`src/rtl/spi_front_pkg.sv`:
```
package spi_front_pkg;
    // Register byte offsets
    localparam logic [7:0] OFS_STATUS = 8'h04;
    localparam logic [7:0] OFS_TXDATA = 8'h08;
    localparam logic [7:0] OFS_RXDATA = 8'h0C;
    localparam logic [7:0] OFS_IEN    = 8'h10;
    localparam logic [7:0] OFS_BAUD   = 8'h14;

    // Status word bit positions
    localparam int ST_TXFULL  = 0;
    localparam int ST_RXEMPTY = 1;
    localparam int ST_BUSY    = 2;
    localparam int ST_OVF     = 3;
    localparam int ST_TXLVL   = 8;
    localparam int ST_RXLVL   = 16;

    typedef struct packed {
        logic       tx_full;
        logic       rx_empty;
        logic       busy;
        logic       ovf;
        logic [7:0] tx_lvl;
        logic [7:0] rx_lvl;
    } status_t;

    // Packs the status fields into the bus word
    function automatic logic [31:0] pack_status(input status_t s);
        logic [31:0] w;
        w = '0;
        w[ST_TXFULL]           = s.tx_full;
        w[ST_RXEMPTY]          = s.rx_empty;
        w[ST_BUSY]             = s.busy;
        w[ST_OVF]              = s.ovf;
        w[ST_TXLVL +: 8]       = s.tx_lvl;
        w[ST_RXLVL +: 8]       = s.rx_lvl;
        return w;
    endfunction
endpackage

```
`src/rtl/spi_front_fifo.sv`:
```
// Synchronous FIFO with a level counter.
// A push is accepted only when the FIFO is not full, and a pop only when it is not empty.
// The head entry is presented combinationally on rdata.
// Assumes a single clock and a synchronous active-low reset.
module spi_front_fifo #(
    parameter int W     = 8,
    parameter int DEPTH = 16
) (
    input  logic                          clk,
    input  logic                          rst_n,
    input  logic                          push,
    input  logic [W-1:0]                  wdata,
    input  logic                          pop,
    output logic [W-1:0]                  rdata,
    output logic [$clog2(DEPTH+1)-1:0]    level,
    output logic                          full,
    output logic                          empty
);
    localparam int AW = $clog2(DEPTH);
    localparam int LW = $clog2(DEPTH+1);

    logic [W-1:0]  mem [DEPTH];
    logic [AW-1:0] wp, rp;
    logic [LW-1:0] cnt;
    logic          do_push, do_pop;

    assign empty   = (cnt == '0);
    assign full    = (cnt == LW'(DEPTH));
    assign do_push = push && !full;
    assign do_pop  = pop && !empty;
    assign rdata   = mem[rp];
    assign level   = cnt;

    // Next pointer with wrap for any depth
    function automatic logic [AW-1:0] bump(input logic [AW-1:0] p);
        return (p == AW'(DEPTH-1)) ? '0 : p + 1'b1;
    endfunction

    // Store accepted push data
    always_ff @(posedge clk) begin
        if (do_push) mem[wp] <= wdata;
    end

    // Pointer and level bookkeeping
    always_ff @(posedge clk) begin
        if (!rst_n) begin
            wp  <= '0;
            rp  <= '0;
            cnt <= '0;
        end else begin
            if (do_push) wp <= bump(wp);
            if (do_pop)  rp <= bump(rp);
            case ({do_push, do_pop})
                2'b10:   cnt <= cnt + 1'b1;
                2'b01:   cnt <= cnt - 1'b1;
                default: cnt <= cnt;
            endcase
        end
    end

    a_r4_level_bound: assert property (@(posedge clk) disable iff (!rst_n)
        cnt <= LW'(DEPTH));
    a_r12_full_push_dropped: assert property (@(posedge clk) disable iff (!rst_n)
        (full && push && !pop) |=> (full && $stable(wp)));
    a_r7_empty_pop_noop: assert property (@(posedge clk) disable iff (!rst_n)
        (empty && pop && !push) |=> (empty && $stable(rp)));
endmodule

```
`src/rtl/spi_front_ctl.sv`:
```
// Control registers: interrupt enable, baud divider and the sticky overflow flag.
// Also drives the level interrupt.
// Assumes the write strobes are single-cycle APB access-phase pulses.
module spi_front_ctl #(
    parameter int BAUD_W = 16
) (
    input  logic              clk,
    input  logic              rst_n,
    input  logic              wr_ien,
    input  logic              wr_baud,
    input  logic              wr_status,
    input  logic [31:0]       wdata,
    input  logic              tx_write,
    input  logic              tx_full,
    input  logic              tx_empty,
    output logic              ien,
    output logic [BAUD_W-1:0] baud,
    output logic              ovf,
    output logic              irq
);
    logic unused_bits;
    logic clr_ovf;

    assign unused_bits = ^wdata;
    assign clr_ovf     = wr_status && wdata[spi_front_pkg::ST_OVF];
    assign irq         = ien && tx_empty;

    // Enable and divider registers
    always_ff @(posedge clk) begin
        if (!rst_n) begin
            ien  <= 1'b0;
            baud <= '0;
        end else begin
            if (wr_ien)  ien  <= wdata[0];
            if (wr_baud) baud <= wdata[BAUD_W-1:0];
        end
    end

    // Sticky overflow: set on a write into a full TX FIFO, cleared by writing 1
    always_ff @(posedge clk) begin
        if (!rst_n)                  ovf <= 1'b0;
        else if (tx_write && tx_full) ovf <= 1'b1;
        else if (clr_ovf)            ovf <= 1'b0;
    end

    a_r5_ovf_sticky: assert property (@(posedge clk) disable iff (!rst_n)
        (ovf && !clr_ovf) |=> ovf);
    a_r5_ovf_set: assert property (@(posedge clk) disable iff (!rst_n)
        (tx_write && tx_full) |=> ovf);
    a_r10_baud_load: assert property (@(posedge clk) disable iff (!rst_n)
        wr_baud |=> (baud == $past(wdata[BAUD_W-1:0])));
endmodule

```
`src/rtl/spi_apb_front.sv`:
```
// APB slave front-end for an SPI engine.
// Decodes zero-wait-state register accesses, owns the TX and RX FIFOs, packs the
// status word and exposes FIFO handshakes plus the baud divider to the engine.
// Assumes the engine pops only while eng_tx_valid is high.
module spi_apb_front #(
    parameter int ADDR_W  = 8,
    parameter int DATA_W  = 8,
    parameter int DEPTH   = 16,
    parameter int BAUD_W  = 16
) (
    input  logic              pclk,
    input  logic              presetn,
    input  logic              psel,
    input  logic              penable,
    input  logic              pwrite,
    input  logic [ADDR_W-1:0] paddr,
    input  logic [31:0]       pwdata,
    output logic [31:0]       prdata,
    output logic              pready,
    output logic              pslverr,
    output logic              irq_o,
    output logic [BAUD_W-1:0] baud_div_o,
    output logic              eng_tx_valid,
    output logic [DATA_W-1:0] eng_tx_data,
    input  logic              eng_tx_pop,
    input  logic              eng_rx_push,
    input  logic [DATA_W-1:0] eng_rx_data,
    input  logic              eng_busy
);
    import spi_front_pkg::*;

    localparam int LW = $clog2(DEPTH+1);

    logic              acc, wr, rd;
    logic              wr_tx, rd_rx, wr_ien, wr_baud, wr_status;
    logic [LW-1:0]     tx_lvl, rx_lvl;
    logic              tx_full, tx_empty, rx_full, rx_empty;
    logic [DATA_W-1:0] rx_head;
    logic              ien, ovf;
    status_t           st;

    assign pready  = 1'b1;
    assign pslverr = 1'b0;

    // Access-phase decode
    assign acc       = psel && penable;
    assign wr        = acc && pwrite;
    assign rd        = acc && !pwrite;
    assign wr_tx     = wr && (paddr == ADDR_W'(OFS_TXDATA));
    assign wr_status = wr && (paddr == ADDR_W'(OFS_STATUS));
    assign wr_ien    = wr && (paddr == ADDR_W'(OFS_IEN));
    assign wr_baud   = wr && (paddr == ADDR_W'(OFS_BAUD));
    assign rd_rx     = rd && (paddr == ADDR_W'(OFS_RXDATA));

    spi_front_fifo #(.W(DATA_W), .DEPTH(DEPTH)) u_txq (
        .clk(pclk), .rst_n(presetn),
        .push(wr_tx), .wdata(pwdata[DATA_W-1:0]),
        .pop(eng_tx_pop), .rdata(eng_tx_data),
        .level(tx_lvl), .full(tx_full), .empty(tx_empty)
    );

    spi_front_fifo #(.W(DATA_W), .DEPTH(DEPTH)) u_rxq (
        .clk(pclk), .rst_n(presetn),
        .push(eng_rx_push), .wdata(eng_rx_data),
        .pop(rd_rx), .rdata(rx_head),
        .level(rx_lvl), .full(rx_full), .empty(rx_empty)
    );

    spi_front_ctl #(.BAUD_W(BAUD_W)) u_ctl (
        .clk(pclk), .rst_n(presetn),
        .wr_ien(wr_ien), .wr_baud(wr_baud), .wr_status(wr_status),
        .wdata(pwdata), .tx_write(wr_tx),
        .tx_full(tx_full), .tx_empty(tx_empty),
        .ien(ien), .baud(baud_div_o), .ovf(ovf), .irq(irq_o)
    );

    assign eng_tx_valid = !tx_empty;

    // Gather status fields
    always_comb begin
        st.tx_full  = tx_full;
        st.rx_empty = rx_empty;
        st.busy     = eng_busy;
        st.ovf      = ovf;
        st.tx_lvl   = 8'(tx_lvl);
        st.rx_lvl   = 8'(rx_lvl);
    end

    // Read data mux
    always_comb begin
        prdata = '0;
        if (psel && !pwrite) begin
            case (paddr)
                ADDR_W'(OFS_STATUS): prdata = pack_status(st);
                ADDR_W'(OFS_RXDATA): prdata = rx_empty ? 32'h0 : 32'(rx_head);
                ADDR_W'(OFS_IEN):    prdata = 32'(ien);
                ADDR_W'(OFS_BAUD):   prdata = 32'(baud_div_o);
                default:             prdata = '0;
            endcase
        end
    end

    a_r9_irq_falls_on_write: assert property (@(posedge pclk) disable iff (!presetn)
        (wr_tx && irq_o) |=> !irq_o);
    a_r6_rx_pop_level: assert property (@(posedge pclk) disable iff (!presetn)
        (rd_rx && !rx_empty && !eng_rx_push) |=> (rx_lvl == $past(rx_lvl) - 1'b1));
    a_r12_rx_full_hold: assert property (@(posedge pclk) disable iff (!presetn)
        (rx_full && eng_rx_push && !rd_rx) |=> rx_full);
endmodule

```
`config.mk`:
```
export PLATFORM = sky130hd
export DESIGN_NAME = spi_apb_front
export DESIGN_NICKNAME = d
export VERILOG_FILES = /design/src/rtl/spi_front_pkg.sv /design/src/rtl/spi_front_fifo.sv /design/src/rtl/spi_front_ctl.sv /design/src/rtl/spi_apb_front.sv
export SDC_FILE = /design/constraint.sdc
export NUM_CORES = 1
export LEC_CHECK = 0
export CORE_MARGIN = 10
export CORE_UTILIZATION = 35
export CTS_CLUSTER_DIAMETER = 50
export DETAILED_ROUTE_END_ITERATION = 12
export HOLD_SLACK_MARGIN = 0.08
export REMOVE_ABC_BUFFERS = 1
export SYNTH_ARGS = -nofsm -noshare
export SYNTH_HDL_FRONTEND = slang
export SYNTH_HIERARCHICAL = 1
export SYNTH_SLANG_ARGS = --single-unit
```
`constraint.sdc`:
```
create_clock -name pclk -period 6.8 [get_ports pclk]
set_input_delay 1.02 -clock pclk [delete_from_list [all_inputs] [get_ports pclk]]
set_output_delay 1.02 -clock pclk [all_outputs]
set_load 0.1 [all_outputs]
```
## Word-level counts from Yosys, hierarchy flattened

Memory sizes are Yosys's and may differ from the RTL's. A register that Yosys moved wholly into a read port is not among the register bits.
Index checks and enable logic that the tools add are counted.

| word-level totals | value |
|---|---|
| bits in registers | 44 |
| bits in writable memories | 256 |
| memories | 2 |

Memories:

| name | words | width | read ports | clocked after Yosys merged registers in | wr ports | line | source |
|---|---|---|---|---|---|---|---|
| u_rxq.mem | 16 | 8 | 1 | 1 | 1 | spi_front_fifo.sv:22 | `logic [W-1:0] mem [DEPTH];` |
| u_txq.mem | 16 | 8 | 1 | 1 | 1 | spi_front_fifo.sv:22 |  |

| operators by class | value |
|---|---|
| $add $sub $neg | 8 |
| equal/unequal tests | 15 |
| multiplexer cells | 19 |
| reduce and logical (&&, ||, !) cells | 26 |

Operators with widths:

| operator | number |
|---|---|
| one-hot mux 21 bit (4 select lines) | 1 |
| 2-to-1 mux 4 bit | 8 |
| 2-to-1 mux 21 bit | 1 |
| one-hot mux 5 bit (2 select lines) | 2 |
| adder 4 x 1 -> 4 bit (second input constant) | 4 |
| == test 4 bit (second input constant) | 4 |
| == test 8 x 4 -> 1 bit (second input constant) | 2 |
| == test 8 x 5 -> 1 bit (second input constant) | 2 |
| logical AND 1 bit | 16 |
| adder 5 x 1 -> 5 bit (second input constant) | 2 |
| == test 5 bit (second input constant) | 2 |
| zero test 5 bit | 2 |
| subtractor 5 x 1 -> 5 bit (second input constant) | 2 |
| == test 8 x 3 -> 1 bit (second input constant) | 1 |
| 2-to-1 mux 8 bit | 1 |
| 2-to-1 mux 1 bit | 6 |
| nonzero test 2 bit | 3 |
| zero test 1 bit | 5 |
| == test 2 x 1 -> 1 bit (second input constant) | 2 |
| == test 2 bit (second input constant) | 2 |

## Logic depth before layout (Yosys ltp)

Gate-level depths: netlist of the first run.

| depth | value |
|---|---|
| depth after elaboration | 6 |
| depth in mapped cells | 15 |
| mapped depth without buffers | 12 |

## Cells and area by module

The synthesis of the first run kept the hierarchy.

Modules (own cells, without submodules):

| module | times used | cells each | area each (sq um) | sequential area each (sq um) |
|---|---|---|---|---|
| spi_front_fifo | 2 | 298 | 5929.4 | 4184.0 |
| spi_front_ctl | 1 | 59 | 696.9 | 360.3 |
| spi_apb_front | 1 | 92 | 629.4 | 0.0 |

## Worst setup path after synthesis of the first run

OpenSTA, ideal clock, no wires.

| timing path | value |
|---|---|
| kind | input to output |
| start | input paddr[2] |
| end | output prdata[5] |
| arrival | 3.977 ns |
| slack | 1.803 ns |
| stages on the path | 4 |
| path buffers | 1 |
| cell sequence | buf_4 nor4b_4 nand4_1 a211oi_1 |

| on the way | value |
|---|---|
| cells in the longest elaborated chain, start to end | 3 |
| elaborated cells on any way between the ends | 6 |
| classes of those cells | eq/ne: 4; mux: 2 |

RTL lines:

| element | line | source |
|---|---|---|
| start, declared | spi_apb_front.sv:16 | `input logic [ADDR_W-1:0] paddr,` |
| == test 8 x 5 -> 1 bit (tied with other cells) | spi_apb_front.sv:93 | `case (paddr)` |
| one-hot mux 21 bit (4 select lines) (*) | spi_apb_front.sv:93 |  |
| 2-to-1 mux 21 bit (*) | spi_apb_front.sv:92 | `if (psel && !pwrite) begin` |
| end, declared | spi_apb_front.sv:18 | `output logic [31:0] prdata,` |

Mark *: on every way between the ends. The rest lies on a longest branch, timed or not.

## Final worst setup path of the first run

| timing path | value |
|---|---|
| start | input paddr[2] |
| end | output prdata[12] |

The elaborated chain is that of the path after synthesis.

==> results by stage, run 1 <==
Clock network:
- The clock network latency to the later pin of the worst-skew pair is 530 ps.
- The maximum buffer depth of the clock tree is 3.
- The deepest level of the CTS H-tree is 2.
- The clock transition at the registers of the reported paths is 60 ps.
- The setup fix buffers added after clock tree synthesis is 0.
- The clock tree from TritonCTS is built.
- After clock tree synthesis, the repair step resized 0 gates.
- For this design, the CTS-stage hold fixing added 0 buffers.
- The master cell of the clock root buffer is clkbuf_16.
- Buffers inserted during clock tree synthesis total 40.
- The TritonCTS sink count is 308.

Timing:
- Between clock sinks in the finished design, the worst skew comes to 23.6 ps.
- The share of the cycle needed by the critical path after routing is 0.741.
- The number of max-slew violations in the final report is 0.
- The maximum achievable frequency is 199 MHz.
- The count of final hold-check violations is 0.
- The worst max-slew margin expressed relative to the limit is 0.290.
- The transition time at the pin with the least slew margin is 1060 ps.
- The final critical delay including setup and external delays is 5040 ps.
- The count of final setup violators is 0.
- Setup repair after global routing left no endpoint under its margin.
- Adding up every negative setup slack in the final design gives 0 ps.

Placement:
- The routability congestion estimate from global placement is 0.740.
- During placement, the flow inserted port buffers numbering 86.
- The wire-length estimate of the detail-placed layout is 18.7 mm.

Final layout:
- The layout overhead on the synthesized area is 18.8%.
- The ratio of cells with drive above 1 in the final layout is 0.172.
- The layout has 3,363 filler cells.
- For this run, the share of the core covered by cells in the final layout is 0.419.
- At the end of the flow, the number of nets in the layout was 917.
- The count of antenna diodes in the layout is 0.

Min path:
- The beginning of the worst hold path is u_ctl/ovf.
- The count of cells along the worst hold path is 1.
- The min-delay analysis places its worst path in the category flop to flop.

Worst setup path:
- Counting cells, the worst reg-to-reg path comes to 10.
- The critical path starts at paddr[2].
- The worst register-to-register path has a setup slack of 3910 ps.
- The category of the most critical setup path is primary input to primary output.
- STA classifies the critical path endpoint as a primary output.
- In this run the critical register-to-register path is launched from u_txq/level[1].
- Data on the critical path arrives at its endpoint at 4020 ps.
- The worst setup path is launched from a primary input.
- The maximum fanout encountered on the critical timing path is 10.
- STA puts the critical path data required time at 5780 ps.

Detailed routing:
- Detailed routing inserted a total of 6,786 vias.
- The total routed wirelength is 27.1 mm.
- The residual antenna-violating net count after detailed routing is 0.
- The average wire per standard cell is 19.5 um.
- The initial detailed-routing violation count is 379.
- In the routed design, unresolved DRC markers number 0.
- The first TritonRoute pass finished after 4 iterations.
- Using the TritonRoute via totals, the vias-per-cell ratio works out to 4.89.

Yosys:
- The average cell area after synthesis is 17.7 um^2.
- The cell count after synthesis came out at 746.
- The Yosys step of the flow raised 6 warnings.
- In this run the cell area of the synthesized design comes to 13,200 um^2.

Global routing:
- The global-route usage over all layers is 0.116.
- The number of global-route vias before repair is 6,894.
- The initial antenna violation count was 0.
- The remaining global-route overflow is 0.
- Entering global routing, the biggest net connects 33 pins.
- The first global-routing pass estimated 42.0 mm of wire.

Die:
- The site row count is 71.
- The floorplan die area is 45,800 um^2.
- For this design the top-level I/O count stands at 116.
- The initial utilization of the core area, before any placement, comes to 0.352.
- The floorplan step set the die width to 214 um.
- The standard cell core area is 37,400 um^2.
- Measured along the y axis, the die boundary spans 214 um.

Power and ir drop:
- The power per cell area is 267 nW/um^2.
- The final total power is 4.18 mW.
- IR analysis of the VDD net gives a maximum drop of 0.000206 V.
- The standby leakage power is 5.04 nW.

Run:
- The tool flagged a number of max-cap violations equal to 0.

Outcome:
- The flow ran to the end, and the final reports show no timing, DRC or antenna violations.
-- registers in the layout, indices dropped and copies added (netlist names), named ones only --
signal / count
u_txq/wp: 4
u_ctl/ien: 1
u_ctl/ovf: 1
u_txq/level: 5
u_txq/rp: 4
u_rxq/mem: 128
u_txq/mem: 128
u_rxq/level: 5
u_ctl/baud: 16
u_rxq/wp: 4
u_rxq/rp: 4
-- report_power, final --
part / switching, mW / internal (mW) / leakage (nW)
registers: 0.00593 / 2.05 / 2.73
clock network: 0.818 / 1.16 / 0.614
logic: 0.0953 / 0.0430 / 1.70
-- per-layer routing --
metal  vias up  global-route usage  wire length (um)
li1       3165                   -                 -
met1      3437               0.146             11600
met2       134               0.197             13800
met3        50              0.0231              1000
met4         0              0.0364               670
met5         -                   0                 0
-- worst max-delay path: stages --
cell,delay (ps)
clkdlybuf4s50_1,710
nor4b_4,590
nand3_1,350
nor2_1,180
clkdlybuf4s50_1,1160
-- final timing paths --
check / to
worst min register to register: u_ctl/ovf
worst max register to register: u_txq/level[4]
worst min-delay path: u_ctl/ovf
worst max-delay path: prdata[12]
-- placed cells by master (no fill, tap or decap), types with 15 or more instances in the layout --
cell type	instances
a21oi_1	15
buf_4	22
clkbuf_16	41
clkdlybuf4s50_1	78
dfxtp_1	48
edfxtp_1	256
ha_1	16
mux2i_1	35
mux4_1	42
mux4_2	38
nand2_1	23
nor2_1	49
nor2b_1	23
-- area by class of cell --
type / instances / area, um^2 / share of cell area
multi-input cells: 381 / 4020 / 0.257
clock buffers: 45 / 1040 / 0.0665
inverters: 14 / 52.6 / 0.00336
repair buffers: 100 / 946 / 0.0604
clock inverters: 28 / 223 / 0.0142
flip-flops and latches: 308 / 8730 / 0.558
well taps: 511 / 639 / 0.0408
-- through the flow --
step	setup WS (ps)	instances	hold WS (ps)	cell area, um^2
after floorplan	1030	703	456	12800
after global placement	1790	1314	483	14400
after detailed placement	1760	1314	492	14400
after CTS	1750	1387	505	15700
after global routing	1600	1387	515	15700
final	1760	1387	500	15700
No activity file was read; power rests on OpenSTA's default activity.
==> run 2: changes to the inputs <==
- clock period: 6.8 -> 4.1 ns (I/O delays scaled with it)
==> results by stage, run 2 (same netlist as run 1, synthesis figures left out) <==
Outcome:
- The flow ran to the end, and the final reports show no timing, DRC or antenna violations.

Clock network:
- The number of CTS-inserted buffers is 39 (-2.5%).
- In this run the clock root is driven by a clkbuf_16.
- The clock transition at the registers of the reported paths is 60 ps (about the same).
- The TritonCTS sink count was 308 (unchanged).
- The number of gates resized after cts is 0 (unchanged).
- The number of hold-repair buffers added at the cts stage was 0 (unchanged).
- The setup fix buffers added after clock tree synthesis is 0 (unchanged).
- The maximum buffer depth of the clock tree is 3 (unchanged).
- The deepest level of the CTS H-tree is 2 (unchanged).
- The clock network latency to the later pin of the worst-skew pair came to 530 ps (about the same).
- The clock tree from TritonCTS is built.

Timing:
- The transition time at the pin with the least slew margin was 1070 ps (+11.0 ps).
- The worst setup skew after layout is 20.3 ps (-3.29 ps).
- The final critical delay including setup and external delays is 3650 ps.
- The count of final hold-check violations is 0 (unchanged).
- For this run, the top clock speed supported by timing is 274 MHz.
- Dividing the final minimum period by the clock period gives 0.891.
- The number of max-slew violations in the final report came to 0 (unchanged).
- Setup repair after global routing left no endpoint under its margin.
- The count of final setup violators is 0 (unchanged).
- The final worst-path setup slack is 445 ps (-1320 ps).
- The setup TNS is 0 ps (unchanged).
- The worst max-slew margin expressed relative to the limit was 0.283 (-0.00735).

Final layout:
- The final layout net count is 931 (+1.5%).
- The count of antenna diodes in the layout is 0 (unchanged).
- In the layout the commonest cells are edfxtp_1, clkdlybuf4s50_1, dfxtp_1.
- The largest registers in the layout are u_rxq/mem: 128 flops, u_txq/mem: 128 flops, u_ctl/baud: 16 flops.
- The ratio of cells with drive above 1 in the final layout is 0.204 (+0.0321).
- The area growth from synthesis to layout is 21.3%.
- The number of inserted filler cells in the final layout is 3,285 (-2.3%).
- Leaving out fill and tap cells, the most frequent cell in the layout is edfxtp_1.

Worst setup path:
- The maximum fanout encountered on the critical timing path was 32 (+22).
- The signal arrival time at the worst endpoint was 3040 ps (-980 ps).
- The required time at the worst-slack endpoint was 3480 ps (-2300 ps).
- By startpoint and endpoint, the worst setup path is classified as flop to primary output.
- The worst setup path is captured at a primary output.
- The type of origin of the critical path is a flop.

Placement:
- The minimum setup slack after placement is 290 ps (-1470 ps).
- The number of I/O port buffers is 86 (unchanged).
- The sum of net half-perimeters after detailed placement is 19.2 mm (+2.8%).
- The routability congestion estimate from global placement was 0.772 (+4.3%).

Die:
- The die boundary height is 214 um (unchanged).
- The width of the die is 214 um (unchanged).
- The starting density of the core is 0.352 (unchanged).
- The boundary pin count was 116 (unchanged).
- The standard cell core area is 37,400 um^2 (unchanged).
- The site row count was 71 (unchanged).
- The floorplan die area is 45,800 um^2 (unchanged).

Power and ir drop:
- The final total power came to 6.92 mW (+66%).
- The peak ir drop on the vdd network is 0.000403 V (+96%).
- The standby leakage power is 5.22 nW (+3.4%).
- The power per cell area was 433 nW/um^2 (+62%).

Detailed routing:
- The residual antenna-violating net count after detailed routing is 0 (unchanged).
- The total routed wirelength is 27.5 mm (+1.7%).
- The average via count per standard cell was 4.81 (-1.7%).
- The count of unresolved DRC violations after routing is 0 (unchanged).
- The number of vias in the routed layout is 6,738 (-0.71%).
- The average wire per standard cell is 19.7 um (+0.66%).
- The initial detailed-routing violation count is 347 (-8.4%).
- The first-pass iteration count of the detailed router is 4 (unchanged).

Global routing:
- The global-route usage over all layers is 0.118 (+0.00189).
- The remaining global-route overflow is 0 (unchanged).
- The largest net degree at the start of global routing is 33 (unchanged).
- The initial antenna violation count is 0 (unchanged).
- The number of global-route vias before repair came to 7,019 (+1.8%).
- The wire length of the first global-routing pass is 42.5 mm (+1.1%).

Run:
- The max-capacitance violation count came to 0 (unchanged).

Min path:
- The class of the most critical hold timing path is flop to flop.
==> run 2: report_power, final <==
group | switching [mW] | internal [mW]
combinational | 0.157 | 0.0722
sequential | 0.00967 | 3.40
clock | 1.31 | 1.96
==> run 2: path summary, 6_finish.rpt <==
path                       start        endpoint  slack (ps)  depth (start not counted)
setup / recovery            flop       prdata[1]         450                          7
hold / removal         u_ctl/ovf       u_ctl/ovf         500                          1
setup reg to reg  u_txq/level[1]  u_txq/level[2]        1230                         10
hold reg to reg        u_ctl/ovf       u_ctl/ovf         500                          1
==> run 2: routing by layer <==
layer	vias up	share of wire	track usage	wire, um
met5	-	0	0	0
met4	0	0.027	0.0411	751
met3	44	0.035	0.0247	974
met2	116	0.51	0.203	14100
met1	3387	0.42	0.144	11700
li1	3191	-	-	-
==> run 2: final cells by class <==
class / count / area [um^2] / share of cell area
Clock buffer: 50 / 1040 / 0.0650
Clock inverter: 22 / 220 / 0.0138
Inverter: 14 / 52.6 / 0.00329
Multi-Input combinational cell: 381 / 4020 / 0.252
Sequential cell: 308 / 8730 / 0.546
Tap cell: 511 / 639 / 0.0400
Timing Repair Buffer: 115 / 1280 / 0.0800
==> run 2: through the flow <==
step            util  hold slack, ps  area, um^2  cells
3_3_place_gp   0.394             480       14700   1329
6_report       0.427             495       16000   1401
2_1_floorplan      -             456       12800    703
4_1_cts        0.427             496       16000   1401
5_1_grt        0.427             522       16000   1401
3_5_place_dp   0.394             480       14700   1329
==> run 2: worst max-delay path: stages, from the launching register on <==
cell and delay (ps):
dfxtp_2 310, buf_4 480, mux4_1 680, mux4_2 500
nand4_1 90, a211oi_1 80, buf_4 200, buf_12 160
==> run 3: changes to the inputs <==
--- a/config.mk
+++ b/config.mk
@@ -12,4 +12,5 @@
 export HOLD_SLACK_MARGIN = 0.08
 export REMOVE_ABC_BUFFERS = 1
+export SLEW_MARGIN = 10
 export SYNTH_ARGS = -nofsm -noshare
 export SYNTH_HDL_FRONTEND = slang
==> constraint.sdc (replaced) <==
create_clock -name pclk -period 4.1 [get_ports pclk]
set_input_delay 0.41 -clock pclk [delete_from_list [all_inputs] [get_ports pclk]]
set_output_delay 0.41 -clock pclk [all_outputs]
set_load 0.1 [all_outputs]
==> results by stage, run 3 (same netlist as run 1, synthesis figures left out) <==
Clock network:
- Clock tree synthesis selected as its root buffer the cell clkbuf_16.
- TritonCTS built the clock tree.
- The maximum buffer depth of the clock tree was 3 (unchanged).
- The number of hold-repair buffers added at the cts stage came to 0 (unchanged).
- The setup fix buffers added after clock tree synthesis was 0 (unchanged).
- The TritonCTS sink count is 308 (unchanged).
- The deepest level of the CTS H-tree is 2 (unchanged).
- The clock transition at the registers of the reported paths is 60 ps (about the same).
- The number of gates resized after cts is 0 (unchanged).
- The number of CTS-inserted buffers is 38 (-2.6%).
- The clock network latency to the later pin of the worst-skew pair is 530 ps (about the same).

Timing:
- The transition time at the pin with the least slew margin is 1060 ps (-11.9 ps).
- The share of the cycle needed by the critical path after routing is 0.824 (-0.0672).
- The number of max-slew violations in the final report is 0 (unchanged).
- The count of final hold-check violations came to 0 (unchanged).
- The worst max-slew margin expressed relative to the limit was 0.291 (+0.00793).
- The count of final setup violators is 0 (unchanged).
- The final critical delay including setup and external delays is 3380 ps (-276 ps).
- Setup repair after global routing left no endpoint under its margin.
- The maximum achievable frequency is 296 MHz (+8.2%).
- The final worst-path setup slack was 721 ps (+276 ps).
- The worst setup skew after layout came to 11.0 ps (-9.30 ps).

Final layout:
- The final instance area is 15,800 um^2 (-1.4%).
- The count of antenna diodes in the layout is 0 (unchanged).
- The final layout net count is 926 (-0.54%).
- The ratio of cells with drive above 1 in the final layout is 0.205 (+0.000721).
- The library cells used most frequently in the layout, excluding fill and tap cells, are edfxtp_1, clkdlybuf4s50_1, dfxtp_1.
- In the final layout, the registers with the most flip-flops are u_rxq/mem: 128 flops, u_txq/mem: 128 flops, u_ctl/baud: 16 flops.
- The library cell used most frequently in the layout, excluding fill and tap cells, is edfxtp_1.
- The number of inserted filler cells in the final layout was 3,336 (+1.6%).
- The layout overhead on the synthesized area is 19.5%.

Die:
- The site row count is 71 (unchanged).
- The standard cell core area came to 37,400 um^2 (unchanged).
- The width of the die was 214 um (unchanged).
- The die boundary height is 214 um (unchanged).
- The boundary pin count is 116 (unchanged).
- The starting density of the core is 0.352 (unchanged).
- The floorplan die area was 45,800 um^2 (unchanged).

Placement:
- The number of I/O port buffers was 86 (unchanged).
- The sum of net half-perimeters after detailed placement was 19.1 mm (-0.80%).
- The placed standard-cell area was 14,500 um^2 (-1.3%).
- The routability congestion estimate from global placement was 0.780 (+1.0%).
- The minimum setup slack after placement is 520 ps (+231 ps).

Worst setup path:
- The worst register-to-register path ends at u_rxq/level[2].
- In this run the critical register-to-register path is launched from u_rxq/level[1].
- The cell count of the worst reg-to-reg path came to 10 (unchanged).
- The type of origin of the critical path is a flop.
- The required time at the worst-slack endpoint was 3690 ps (+210 ps).
- The register-to-register path setup slack is 1290 ps (+60 ps).
- Walking the worst path, the cells encountered are buf_12, mux4_1, mux4_2, nand4_1, a211oi_1, buf_12.
- STA classifies the critical path endpoint as a primary output.
- The maximum fanout encountered on the critical timing path was 25 (-22%).
- The cell type with the highest occurrence count on the critical path is buf_12.
- The end point of the critical path is prdata[2].
- The critical-path cell with the highest stage delay is mux4_1.
- The stage delay of the slowest cell on the critical path is 640 ps (-40 ps).
- The signal arrival time at the worst endpoint is 2970 ps (-70 ps).
- The category of the most critical setup path is flop to primary output.

Power and ir drop:
- The peak ir drop on the vdd network is 0.000403 V (+0.13%).
- The power per cell area is 435 nW/um^2 (+0.59%).
- The standby leakage power is 5.15 nW (-1.2%).

Detailed routing:
- The count of unresolved DRC violations after routing is 0 (unchanged).
- The initial detailed-routing violation count is 426 (+23%).
- The first-pass iteration count of the detailed router is 4 (unchanged).
- The number of vias in the routed layout is 6,763 (+0.37%).
- The total routed wirelength was 27.2 mm (-1.4%).
- The residual antenna-violating net count after detailed routing is 0 (unchanged).
- The average wire per standard cell is 19.5 um (-0.85%).
- The average via count per standard cell is 4.85 (+0.95%).

Global routing:
- The remaining global-route overflow was 0 (unchanged).
- The initial antenna violation count is 0 (unchanged).
- The largest net degree at the start of global routing is 33 (unchanged).
- The number of global-route vias before repair is 6,973 (-0.66%).
- The wire length of the first global-routing pass is 42.3 mm (-0.37%).
- The global-route usage over all layers is 0.117 (-0.000689).

Min path:
- The class of the most critical hold timing path is flop to flop.

Run:
- The max-capacitance violation count was 0 (unchanged).

Outcome:
- The flow ran to the end, and the final reports show no timing, DRC or antenna violations.
[run 3: changes by cell type in the layout (fill, tap and decap cells not counted), sizes merged]
cell,previous run,this run
inv,21,20
buf,59,55
bufinv,2,1
clkinvlp,1,2
clkbuf,50,48
clkinv,12,11
[run 3: how the worst min path moves through the flow]
stage | start | to | cells past startpoint
after floorplan | u_ctl/ovf | u_ctl/ovf | 1
after global placement | u_ctl/ovf | u_ctl/ovf | 1
after detailed placement | u_ctl/ovf | u_ctl/ovf | 1
after CTS | pwdata[14] | u_ctl/baud[14] | 3
after global routing | u_ctl/ovf | u_ctl/ovf | 1
final | u_ctl/ovf | u_ctl/ovf | 1
[run 3: critical path, delay by kind of cell, from the launching register on]
kind | cells | cell delay (ps)
mux | 2 | 1160
buf+inv | 2 | 510
flops | 1 | 490
compound gates | 1 | 170
simple gates | 1 | 100
[run 3: metal layers]
| metal | routed length (um) | GRT usage |
|---|---|---|
| met3 | 1080 | 0.0245 |
| met1 | 11300 | 0.140 |
| met5 | 0 | 0 |
| met2 | 13800 | 0.201 |
| met4 | 934 | 0.0496 |
[run 3: cell type report]
type | count | area [um^2] | share of cell area
tap | 511 | 639 | 0.0406
clock buffer | 48 | 1060 | 0.0674
inverter | 14 | 52.6 | 0.00334
sequential | 308 | 8730 | 0.554
timing repair buffer | 111 | 1090 | 0.0689
multi-input combinational | 381 | 4020 | 0.255
clock inverter | 20 | 163 | 0.0103
[run 3: where the power goes]
group          internal [mW]  switching [mW]  leakage (nW)
sequential              3.40         0.00965          2.73
combinational         0.0721           0.157          1.82
clock                   1.92            1.29         0.603
[run 3: metrics by stage]
stage,setup TNS (ps),util,cells,hold WS [ps],total power [mW]
finish,0,0.421,1393,490,6.86
global route,0,0.421,1393,516,7.12
CTS,0,0.421,1393,487,6.96
detailed placement,0,0.389,1325,482,3.71
global placement,0,0.389,1325,479,3.71
floorplan,-4470,-,703,456,3.59
